## src/rtl/dmw_pkg.sv

```systemverilog
package dmw_pkg;
  typedef enum logic [1:0] {
    XL_WALK    = 2'd0,
    XL_DIRECT  = 2'd1,
    XL_WINDOW  = 2'd2,
    XL_BADADDR = 2'd3
  } xl_kind_e;

  localparam logic [2:0] PERM_ALL  = 3'b111;
  localparam logic [2:0] PERM_NONE = 3'b000;
endpackage

```

## src/rtl/dmw_win_match.sv

```systemverilog
module dmw_win_match #(
  parameter int WIN_W       = 64,
  parameter int VA_W        = 64,
  parameter int VIRT_W      = 48,
  parameter int PA_W        = 48,
  parameter int SEG64_SHIFT = 60,
  parameter int SEG32_SHIFT = 29,
  parameter int PSEG_LSB    = 25
) (
  input  logic [WIN_W-1:0] win_i,
  input  logic [VA_W-1:0]  va_i,
  input  logic [3:0]       priv_mask_i,
  input  logic             mode64_i,
  output logic             hit_o,
  output logic [PA_W-1:0]  pa_o
);
  localparam int SEG64_W = VA_W - SEG64_SHIFT;
  localparam int SEG32_W = 32 - SEG32_SHIFT;
  localparam logic [VA_W-1:0] VIRT_MASK = (VA_W'(1) << VIRT_W) - VA_W'(1);

  logic              priv_ok;
  logic              seg64_eq;
  logic              seg32_eq;
  logic [VA_W-1:0]   va_virt;
  logic [31:0]       pa32;
  logic [SEG32_W-1:0] pseg;

  assign priv_ok  = |(priv_mask_i & win_i[3:0]);
  assign seg64_eq = win_i[WIN_W-1 -: SEG64_W] == va_i[VA_W-1 -: SEG64_W];
  assign seg32_eq = win_i[31 -: SEG32_W] == va_i[31 -: SEG32_W];
  assign hit_o    = priv_ok && (mode64_i ? seg64_eq : seg32_eq);

  assign va_virt = va_i & VIRT_MASK;
  assign pseg    = win_i[PSEG_LSB +: SEG32_W];
  assign pa32    = {pseg, va_i[SEG32_SHIFT-1:0]};
  assign pa_o    = mode64_i ? va_virt[PA_W-1:0] : PA_W'(pa32);
endmodule

```

## src/rtl/dmw_first_hit.sv

```systemverilog
module dmw_first_hit #(
  parameter int N    = 4,
  parameter int PA_W = 48
) (
  input  logic [N-1:0]      hit_i,
  input  logic [N*PA_W-1:0] pa_i,
  output logic              any_o,
  output logic [N-1:0]      sel_o,
  output logic [PA_W-1:0]   pa_o
);
  always_comb begin
    logic found;
    found = 1'b0;
    sel_o = '0;
    pa_o  = '0;
    for (int i = 0; i < N; i++) begin
      if (hit_i[i] && !found) begin
        found    = 1'b1;
        sel_o[i] = 1'b1;
        pa_o     = pa_i[i*PA_W +: PA_W];
      end
    end
    any_o = found;
  end
endmodule

```

## src/rtl/dmw_canon.sv

```systemverilog
module dmw_canon #(
  parameter int VA_W   = 64,
  parameter int VIRT_W = 48
) (
  input  logic [VA_W-1:0] va_i,
  output logic            ok_o
);
  localparam int HI_W = VA_W - VIRT_W + 1;
  logic [HI_W-1:0] hi;
  assign hi   = va_i[VA_W-1 -: HI_W];
  assign ok_o = (&hi) || !(|hi);
endmodule

```

## src/rtl/dmw_xlate.sv

```systemverilog
module dmw_xlate
  import dmw_pkg::*;
#(
  parameter int NUM_WIN     = 4,
  parameter int WIN_W       = 64,
  parameter int VA_W        = 64,
  parameter int VIRT_W      = 48,
  parameter int PA_W        = 48,
  parameter int SEG64_SHIFT = 60,
  parameter int SEG32_SHIFT = 29,
  parameter int PSEG_LSB    = 25
) (
  input  logic                     clk_i,
  input  logic                     rst_ni,
  input  logic [VA_W-1:0]          va_i,
  input  logic [1:0]               priv_i,
  input  logic                     da_i,
  input  logic                     pg_i,
  input  logic                     mode64_i,
  input  logic [NUM_WIN*WIN_W-1:0] win_i,
  output logic [1:0]               kind_o,
  output logic [PA_W-1:0]          pa_o,
  output logic [2:0]               perm_o
);
  logic [3:0]            priv_mask;
  logic [NUM_WIN-1:0]    win_hit;
  logic [NUM_WIN*PA_W-1:0] win_pa;
  logic                  win_any;
  logic [NUM_WIN-1:0]    win_sel;
  logic [PA_W-1:0]       sel_pa;
  logic                  canon_ok;
  logic                  direct;

  xl_kind_e              kind_n, kind_q;
  logic [PA_W-1:0]       pa_n, pa_q;
  logic [2:0]            perm_n, perm_q;
  logic                  started_q;

  assign priv_mask = {priv_i == 2'd3, 2'b00, priv_i == 2'd0};
  assign direct    = da_i && !pg_i;

  for (genvar g = 0; g < NUM_WIN; g++) begin : g_win
    dmw_win_match #(
      .WIN_W(WIN_W), .VA_W(VA_W), .VIRT_W(VIRT_W), .PA_W(PA_W),
      .SEG64_SHIFT(SEG64_SHIFT), .SEG32_SHIFT(SEG32_SHIFT), .PSEG_LSB(PSEG_LSB)
    ) u_match (
      .win_i      (win_i[g*WIN_W +: WIN_W]),
      .va_i       (va_i),
      .priv_mask_i(priv_mask),
      .mode64_i   (mode64_i),
      .hit_o      (win_hit[g]),
      .pa_o       (win_pa[g*PA_W +: PA_W])
    );
  end

  dmw_first_hit #(.N(NUM_WIN), .PA_W(PA_W)) u_pick (
    .hit_i(win_hit),
    .pa_i (win_pa),
    .any_o(win_any),
    .sel_o(win_sel),
    .pa_o (sel_pa)
  );

  dmw_canon #(.VA_W(VA_W), .VIRT_W(VIRT_W)) u_canon (
    .va_i(va_i),
    .ok_o(canon_ok)
  );

  always_comb begin
    kind_n = XL_WALK;
    pa_n   = '0;
    perm_n = PERM_NONE;
    if (direct) begin
      kind_n = XL_DIRECT;
      pa_n   = va_i[PA_W-1:0];
      perm_n = PERM_ALL;
    end else if (win_any) begin
      kind_n = XL_WINDOW;
      pa_n   = sel_pa;
      perm_n = PERM_ALL;
    end else if (!canon_ok) begin
      kind_n = XL_BADADDR;
    end
  end

  always_ff @(posedge clk_i or negedge rst_ni) begin
    if (!rst_ni) begin
      kind_q    <= XL_WALK;
      pa_q      <= '0;
      perm_q    <= PERM_NONE;
      started_q <= 1'b0;
    end else begin
      kind_q    <= kind_n;
      pa_q      <= pa_n;
      perm_q    <= perm_n;
      started_q <= 1'b1;
    end
  end

  assign kind_o = kind_q;
  assign pa_o   = pa_q;
  assign perm_o = perm_q;

  // at most one window is selected
  p_sel_onehot_r7: assert property (@(posedge clk_i) disable iff (!rst_ni)
    $onehot0(win_sel));

  // direct mode wins over everything
  p_direct_r3: assert property (@(posedge clk_i) disable iff (!rst_ni)
    started_q && $past(da_i && !pg_i) |-> kind_o == XL_DIRECT);

  // hit kinds carry full permission
  p_perm_full_r8: assert property (@(posedge clk_i) disable iff (!rst_ni)
    (kind_o == XL_WINDOW || kind_o == XL_DIRECT) |-> perm_o == PERM_ALL);

  // miss kinds carry no permission and a zero address
  p_miss_zero_r10: assert property (@(posedge clk_i) disable iff (!rst_ni)
    (kind_o == XL_WALK || kind_o == XL_BADADDR) |-> (perm_o == PERM_NONE && pa_o == '0));

  // a non-canonical miss faults
  p_bad_r11: assert property (@(posedge clk_i) disable iff (!rst_ni)
    started_q && $past(!(da_i && !pg_i) && !win_any && !canon_ok) |-> kind_o == XL_BADADDR);

  // a window hit outside direct mode is reported as a window
  p_win_r12: assert property (@(posedge clk_i) disable iff (!rst_ni)
    started_q && $past(!(da_i && !pg_i) && win_any) |-> kind_o == XL_WINDOW);
endmodule

```

## config.mk

```make
export PLATFORM = sky130hd
export DESIGN_NAME = dmw_xlate
export DESIGN_NICKNAME = d
export VERILOG_FILES = /design/src/rtl/dmw_pkg.sv /design/src/rtl/dmw_win_match.sv /design/src/rtl/dmw_first_hit.sv /design/src/rtl/dmw_canon.sv /design/src/rtl/dmw_xlate.sv
export SDC_FILE = /design/constraint.sdc
export NUM_CORES = 1
export LEC_CHECK = 0
export BUFFER_PORTS_ARGS = -buffer_cell sky130_fd_sc_hd__buf_4
export CAP_MARGIN = 10
export CORE_AREA = 2 2 147 149
export CTS_CLUSTER_DIAMETER = 60
export CTS_CLUSTER_SIZE = 20
export DETAILED_ROUTE_END_ITERATION = 6
export DIE_AREA = 0 0 149 151
export HOLD_SLACK_MARGIN = 0.03
export PLACE_DENSITY = 0.47
export SKIP_LAST_GASP = 1
export SYNTH_ARGS = -nofsm -noshare
export SYNTH_HDL_FRONTEND = slang
export SYNTH_SLANG_ARGS = --single-unit
```

## constraint.sdc

```tcl
create_clock -name clk_i -period 0.8 [get_ports clk_i]
set_input_delay 0.16 -clock clk_i [delete_from_list [all_inputs] [get_ports clk_i]]
set_output_delay 0.16 -clock clk_i [all_outputs]
set_load 0.1 [all_outputs]
```

==> results.md, run 1 <==
* Outcome: complete, but fails checks
* Failing checks: negative setup slack
* Cell area power density at about 1700 nW/µm²
* Initial Utilization at between 10% and 20%
* Area of the mapped netlist at roughly 2500 µm²
* # fillers at approximately 2,200
* Hold Crit Start: va_i[8]
* Switching Share at between 30 and 40%
* Die Ht at between 150 and 200 µm
* Max Cap Violations at 0
* Multi-input logic area at around 1200 µm²
* Gate Count Post-Synth at around 230
* Core ar. at around 21,000 µm²
* Critical path peak fanout at 8
* Relative slew slack at 73.0%
* Crit share post-route at 194%
* Critical path type: primary input to register
* Peak supply drop at roughly 0.0007 V
* Die area at about 22,000 µm²
* DRC violations left at 0
* Vias per cell at roughly 3.4
* Synthesized area per cell at roughly 11 µm²
* Hold Crit Class: primary input to register
* Register area at 1470 µm²
* DR pass1 iterations at 4
* Placed wire-length estimate at around 7200 µm
* Via count at roughly 2,400
* Largest net degree at the start of global routing at 52
* Register bit count reported by yosys at 51
* RSZ-0062 raised after global routing: true
* Clk sinks at 51
* Clock Power Share at 27.5%
* Post-synthesis sequential area ratio at 51.5%
* Global-route wire length before repair at 14,500 µm
* Die X at about 150 µm
* Fmax at around 650 MHz
* GP Congestion at 0.735
* Min Tclk post-route at between 1.5 and 2 ns
* Number of buffers added on ports at roughly 170
* Initial DRC Count at 52
* Critical Path End Type: register
* CP startpoint kind: primary input
* Num ports at between 300 and 400
* Layout Nets at 750
* Final Hold Vio Count at 0
* Antenna Nets Post-Route at 0
* Power consumption at ~9000 µW
* Worst EP required at 0.97 ns
* Syn. warnings at 0
* Finish-stage setup viols at between 100 and 150
* Non-Filler Instances at 699
* Critical Path Source: priv_i[1]
* Clock Path Buffers at 2
* Worst Path Arrival at roughly 1.7 ns
* ANT cells at 0
* Layout cells sized above 1 at 67.0%
* Post-synthesis cell type count at 37
* Placed insts at 685
* Syn_nets at 555
* Vias in the first global route at between 2,000 and 3,000
* Leakage at around 0.0023 µW
* Clock root buffer: clkbuf_16
* Number of clock buffers inserted by TritonCTS at 5
* DP Worst Slack at -1.12 ns
* Total wire length after detailed routing at 9340 µm
* Area Overhead vs Synth at 120%
* Int Power at just under 6000 µW
* Slew @ Worst Pin at between 0.4 and 0.5 ns
* H-tree Lvls at 2
* Congestion Overflow GR at 0
* DR WL/cell at 13.4 µm
* Switch Pwr at 3190 µW
* Worst setup margin at -0.748 ns
* TritonCTS clock tree: done
* Final Max Slew Viols at 0
* Sequential Power Share at around 34%
* All-layer global routing usage at 8.32%
* Combinational Power Share at 39.0%
* Num rows at 53
* Initial antenna violation count at 0
* Clock transition at path regs at roughly 0.070 ns
-- worst paths after layout --
kind	slack [ns]	cells past startpoint	to
worst max-delay path	-0.75	8	pa_o[30]$_DFF_PN0_
worst min-delay path	0.07	2	pa_o[8]$_DFF_PN0_
max in group asynchronous	0.15	3	pa_o[30]$_DFF_PN0_
min in group asynchronous	0.39	3	perm_o[1]$_DFF_PN0_
-- through the flow --
step           setup TNS (ns)  cell area, µm²  hold slack [ns]  utilization [%]
2_1_floorplan          -36.97            2810           -0.136                -
3_3_place_gp           -54.24            4500            0.162             21.6
3_5_place_dp           -56.44            4500            0.166             21.6
4_1_cts                -52.02            5440           0.0596             26.1
5_1_grt                -55.90            5460           0.0620             26.2
6_report               -50.22            5460           0.0692             26.2
-- flip-flops by register name, summed over array words and instances, names as in the netlist --
register / flops
kind_o: 2
pa_o: 48
perm_o: 1
-- logic make-up (layout without fill, tap and decap cells) --
logic type | after synthesis | after routing | synth area share [%]
buffers and inverters | 20 | 216 | 4.85
and+or+nand+nor | 95 | 95 | 22.8
xor gates and xnor gates | 28 | 28 | 9.89
AOI/OAI and AO/OA | 28 | 28 | 8.53
DFF | 51 | 51 | 51.5
muxes | 6 | 6 | 2.42
-- metal layers --
layer  global-route usage (%)  share of wire (%)  wire length (µm)
met5                        0                  0                 0
met4                     1.90                1.2               108
met3                     2.29                7.5               697
met2                     14.7                 51              4730
met1                     10.1                 41              3810
-- cell usage in the layout (no fill, tap or decap), types with 2 or more instances in the layout --
cell / instances
a211oi_2: 3
a21oi_1: 4
a22oi_2: 3
a32oi_1: 2
and2_1: 45
and3_1: 2
buf_12: 56
buf_4: 143
buf_8: 2
clkbuf_16: 5
dfrtp_4: 51
inv_1: 4
mux2i_1: 5
nand2_1: 7
nand3_1: 9
nand4_1: 9
nor2b_1: 2
nor3_1: 8
nor4_1: 5
o21ai_0: 4
o21ai_1: 4
or3b_1: 2
xnor2_1: 4
xor2_1: 21
xor2_4: 2
-- Yosys cell counts, drive strengths merged --
cell type,number,area [µm²]
a32oi,2,17.5
a21oi,5,25.0
a31o,1,8.76
o21ai,8,40.0
a22oi,3,22.5
a41oi,1,8.76
clkbuf,4,18.8
dfrtp,51,1280
and2,46,288
a21boi,1,7.51
dlygate4sd1,1,8.76
a21o,1,8.76
nor4,5,31.3
xnor2,4,35.0
nand4,9,56.3
nor2b,2,12.5
buf,11,77.6
nand3,9,45.0
nor2,1,3.75
a211oi,3,22.5
nand2,7,26.3
and3,2,12.5
a2111oi,1,27.5
o31ai,1,12.5
a22o,1,10.0
mux2i,6,60.1
or3b,4,37.5
inv,4,15.0
xor2,24,210
nor3,8,40.0
nand2b,2,12.5
-- what timing repair did --
item                                    in CTS  in global routing
cloned                                       1                  0
endpoints found under the hold margin       51                  0
setup buffers                                3                  1
endpoints found under the setup margin     104                104
hold buffers                                 1                  0
resized for setup                          175                  3
pin swaps                                   15                 14
-- power groups by stage --
| stage | logic, µW | registers, µW | clock network (µW) |
|---|---|---|---|
| after floorplan | 653 | 4280 | 0 |
| after global placement | 2950 | 2970 | 0 |
| after detailed placement | 2960 | 2970 | 0 |
| after CTS | 3530 | 3020 | 2590 |
| after global routing | 3680 | 3040 | 2690 |
| final | 3510 | 3020 | 2480 |
-- final cells by class --
| type | count | share of cell area (%) |
|---|---|---|
| Clock buffer | 5 | 2.29 |
| Inverter | 4 | 0.275 |
| Tap cell | 275 | 6.31 |
| Sequential cell | 51 | 26.9 |
| Multi-Input combinational cell | 157 | 21.7 |
| Clock inverter | 3 | 0.803 |
| Timing Repair Buffer | 204 | 41.7 |
-- critical path: stages --
cell and delay (ns):
buf_8 0.11, or3b_4 0.42, a2111oi_4 0.34, buf_4 0.19, mux2i_1 0.22, o21ai_1 0.09, nand3_1 0.09, nand4_1 0.08
(Power assumes the default switching activity.)
==> run 2, diff against run 1 <==
- PLACE_DENSITY: 0.47 -> 0.61
- SYNTH_HIERARCHICAL: unset -> 1
- clock period: 0.8 -> 1.73 ns (I/O delays scaled with it)
==> run 2 against run 1 <==
The flow still finishes with violations (negative setup slack). Synthesized area increased by 120%. Total power decreased by 45%. Sequential share of layout area decreased by 10 points. Global-route usage increased by 6.8 points. Hold slack improved by 0.24 ns. Die area unchanged. First-iteration DRC count increased to 4.5 times the previous value. Clock-buffer cell count unchanged. Synthesized cell count increased to 3.1 times the previous value. Final area increased by 39%. Worst setup slack improved by 0.38 ns. Non-clock buffer count increased by 45.
==> results.md, run 2 <==
* Critical-path cell list: buf_6 > and2_4 > a22o_1 > o211ai_2 > o22ai_2 > buf_4 > nor4b_4 > buf_4 > clkbuf_16 > nand2_1 > o21ai_1 > nand2_1 > o21ai_1
* WHS Endpoint: pa_o[36]$_DFF_PN0_
* Largest net degree at the start of global routing at 69
* DRC violations left at 0
* Via count at roughly 5,200
* Fmax at approximately 480 MHz
* # fillers at approximately 2,200
* Number of clock buffers inserted by TritonCTS at 5
* ANT cells at 0
* Initial DRC Count at 232
* Commonest non-fill, non-tap cells in the layout: buf_4, nand2_1, o21ai_1
* Crit share post-route at 121%
* Fin util at 36.5%
* DR WL/cell at between 15 and 20 µm
* Peak supply drop at 0.000344 V
* Core ar. at approximately 21,000 µm²
* RSZ-0062 raised after global routing: true
* CP max stage delay at 0.30 ns
* Gate Count Post-Synth at between 700 and 800
* Layout Nets at between 1,000 and 1,500
* Min Tclk post-route at about 2.1 ns
* Global-route wire length before repair at approximately 27,000 µm
* Hold Crit Depth at 3
* Num rows at 53
* Clock root buffer: clkbuf_16
* Layout cells sized above 1 at approximately 44%
* Clock transition at path regs at around 0.090 ns
* Final Hold Vio Count at 0
* Worst Path Arrival at about 2.3 ns
* Area Overhead vs Synth at 37.3%
* Failing checks: negative setup slack
* Hold Crit Class: primary input to register
* Clock Path Buffers at 2
* DR pass1 iterations at 4
* Syn. warnings at 6
* Placed wire-length estimate at roughly 12,000 µm
* Clk sinks at 51
* Max Cap Violations at 0
* Multi-input logic area at 3450 µm²
* Die area at 22,500 µm²
* Cell area power density at ~650 nW/µm²
* Antenna Nets Post-Route at 0
* Finish-stage setup viols at between 50 and 60
* Critical path peak fanout at 11
* Synthesized area per cell at a little under 8 µm²
* TritonCTS clock tree: done
* Total wire length after detailed routing at between 15,000 and 20,000 µm
* Area of the mapped netlist at approximately 5500 µm²
* Worst setup margin at -0.369 ns
* Initial antenna violation count at 0
* Number of buffers added on ports at around 180
* Register area at between 1000 and 1500 µm²
* Leakage at 0.00320 µW
* Commonest non-fill, non-tap cell in the layout: buf_4
* Final Max Slew Viols at 0
* Max FFs per register at 48
* Critical Path End Type: register
* Worst EP required at approximately 2 ns
* DP Area at 6570 µm²
* CP startpoint kind: primary input
* Initial Utilization at a little over a quarter
* Congestion Overflow GR at 0
* Vias in the first global route at ~5,000
* Critical path type: primary input to register
* Vias per cell at roughly 4.8
* H-tree Lvls at 2
* Outcome: complete, but fails checks
* Hold Crit Start: va_i[36]
* Num ports at between 300 and 400
* GP Congestion at 0.702
* Power consumption at a little under 5000 µW
* All-layer global routing usage at 15.1%
* Final Cell Area at 7600 µm²
* Die X at 149 µm
* Die Ht at about 150 µm
* CP max-delay cell: nor4b_4
==> run 2: cell types whose count changed in the layout (fill, tap and decap cells not counted), moves of 48 or more <==
| cell | previous run | this run |
|---|---|---|
| nand2_1 | 7 | 96 |
| o21ai_1 | 4 | 91 |
| buf_4 | 143 | 211 |
| dfrtp_1 | 0 | 51 |
| dfrtp_4 | 51 | 0 |
| nand3b_1 | 0 | 48 |
==> run 2: layer usage <==
metal  vias to the layer above  part of all wire [%]  global-route usage (%)
met1                      2437                    43                    18.9
met4                         0                   2.0                    4.71
met2                       174                    49                    26.4
li1                       2541                     -                       -
met5                         -                     0                       0
met3                        21                   6.2                    2.80
==> run 2: power breakdown <==
group          internal, µW  switching, µW
Clock                   693            532
Combinational           941           1460
Sequential             1270           32.4
==> run 2: area by class of cell <==
cell class,count,share of cell area [%]
timing repair buffer,249,30.8
multi-input combinational,498,45.4
tap,275,4.53
clock buffer,5,1.65
inverter,2,0.263
clock inverter,3,0.625
sequential,51,16.8
==> run 2: how the worst max path moves through the flow <==
stage / start / slack (ns) / end / cells after the start
after CTS: priv_i[0] / -0.33 / pa_o[9]$_DFF_PN0_ / 13
after global placement: priv_i[0] / -0.76 / pa_o[19]$_DFF_PN0_ / 10
after floorplan: priv_i[0] / -0.48 / perm_o[1]$_DFF_PN0_ / 9
final: priv_i[1] / -0.37 / pa_o[33]$_DFF_PN0_ / 13
after global routing: priv_i[0] / -0.43 / pa_o[31]$_DFF_PN0_ / 12
after detailed placement: priv_i[1] / -0.80 / pa_o[16]$_DFF_PN0_ / 12
==> run 2: critical path: cells and delay by family <==
kind,cells,cell delay (ns)
AND/OR/NAND/NOR,4,0.59
AO/OA/AOI/OAI,5,0.74
buffers and inverters,4,0.65
==> run 2: stage by stage <==
step	setup WS, ns	hold slack, ns	TNS (ns)	instances
CTS	-0.327	0.301	-14.28	1073
finish	-0.369	0.309	-16.49	1083
floorplan	-0.481	0.0504	-23.69	725
global route	-0.434	0.320	-20.02	1083
detailed placement	-0.804	0.306	-37.97	1052
global placement	-0.756	0.307	-37.32	1052
==> run 2: timing repair <==
item / in CTS / in global routing
setup buffers: 6 / 2
hold endpoints to repair: 24 / 0
endpoints found under the setup margin: 51 / 51
pin swaps: 16 / 30
resized for setup: 85 / 68
gates cloned: 6 / 8
hold buffers: 1 / 0
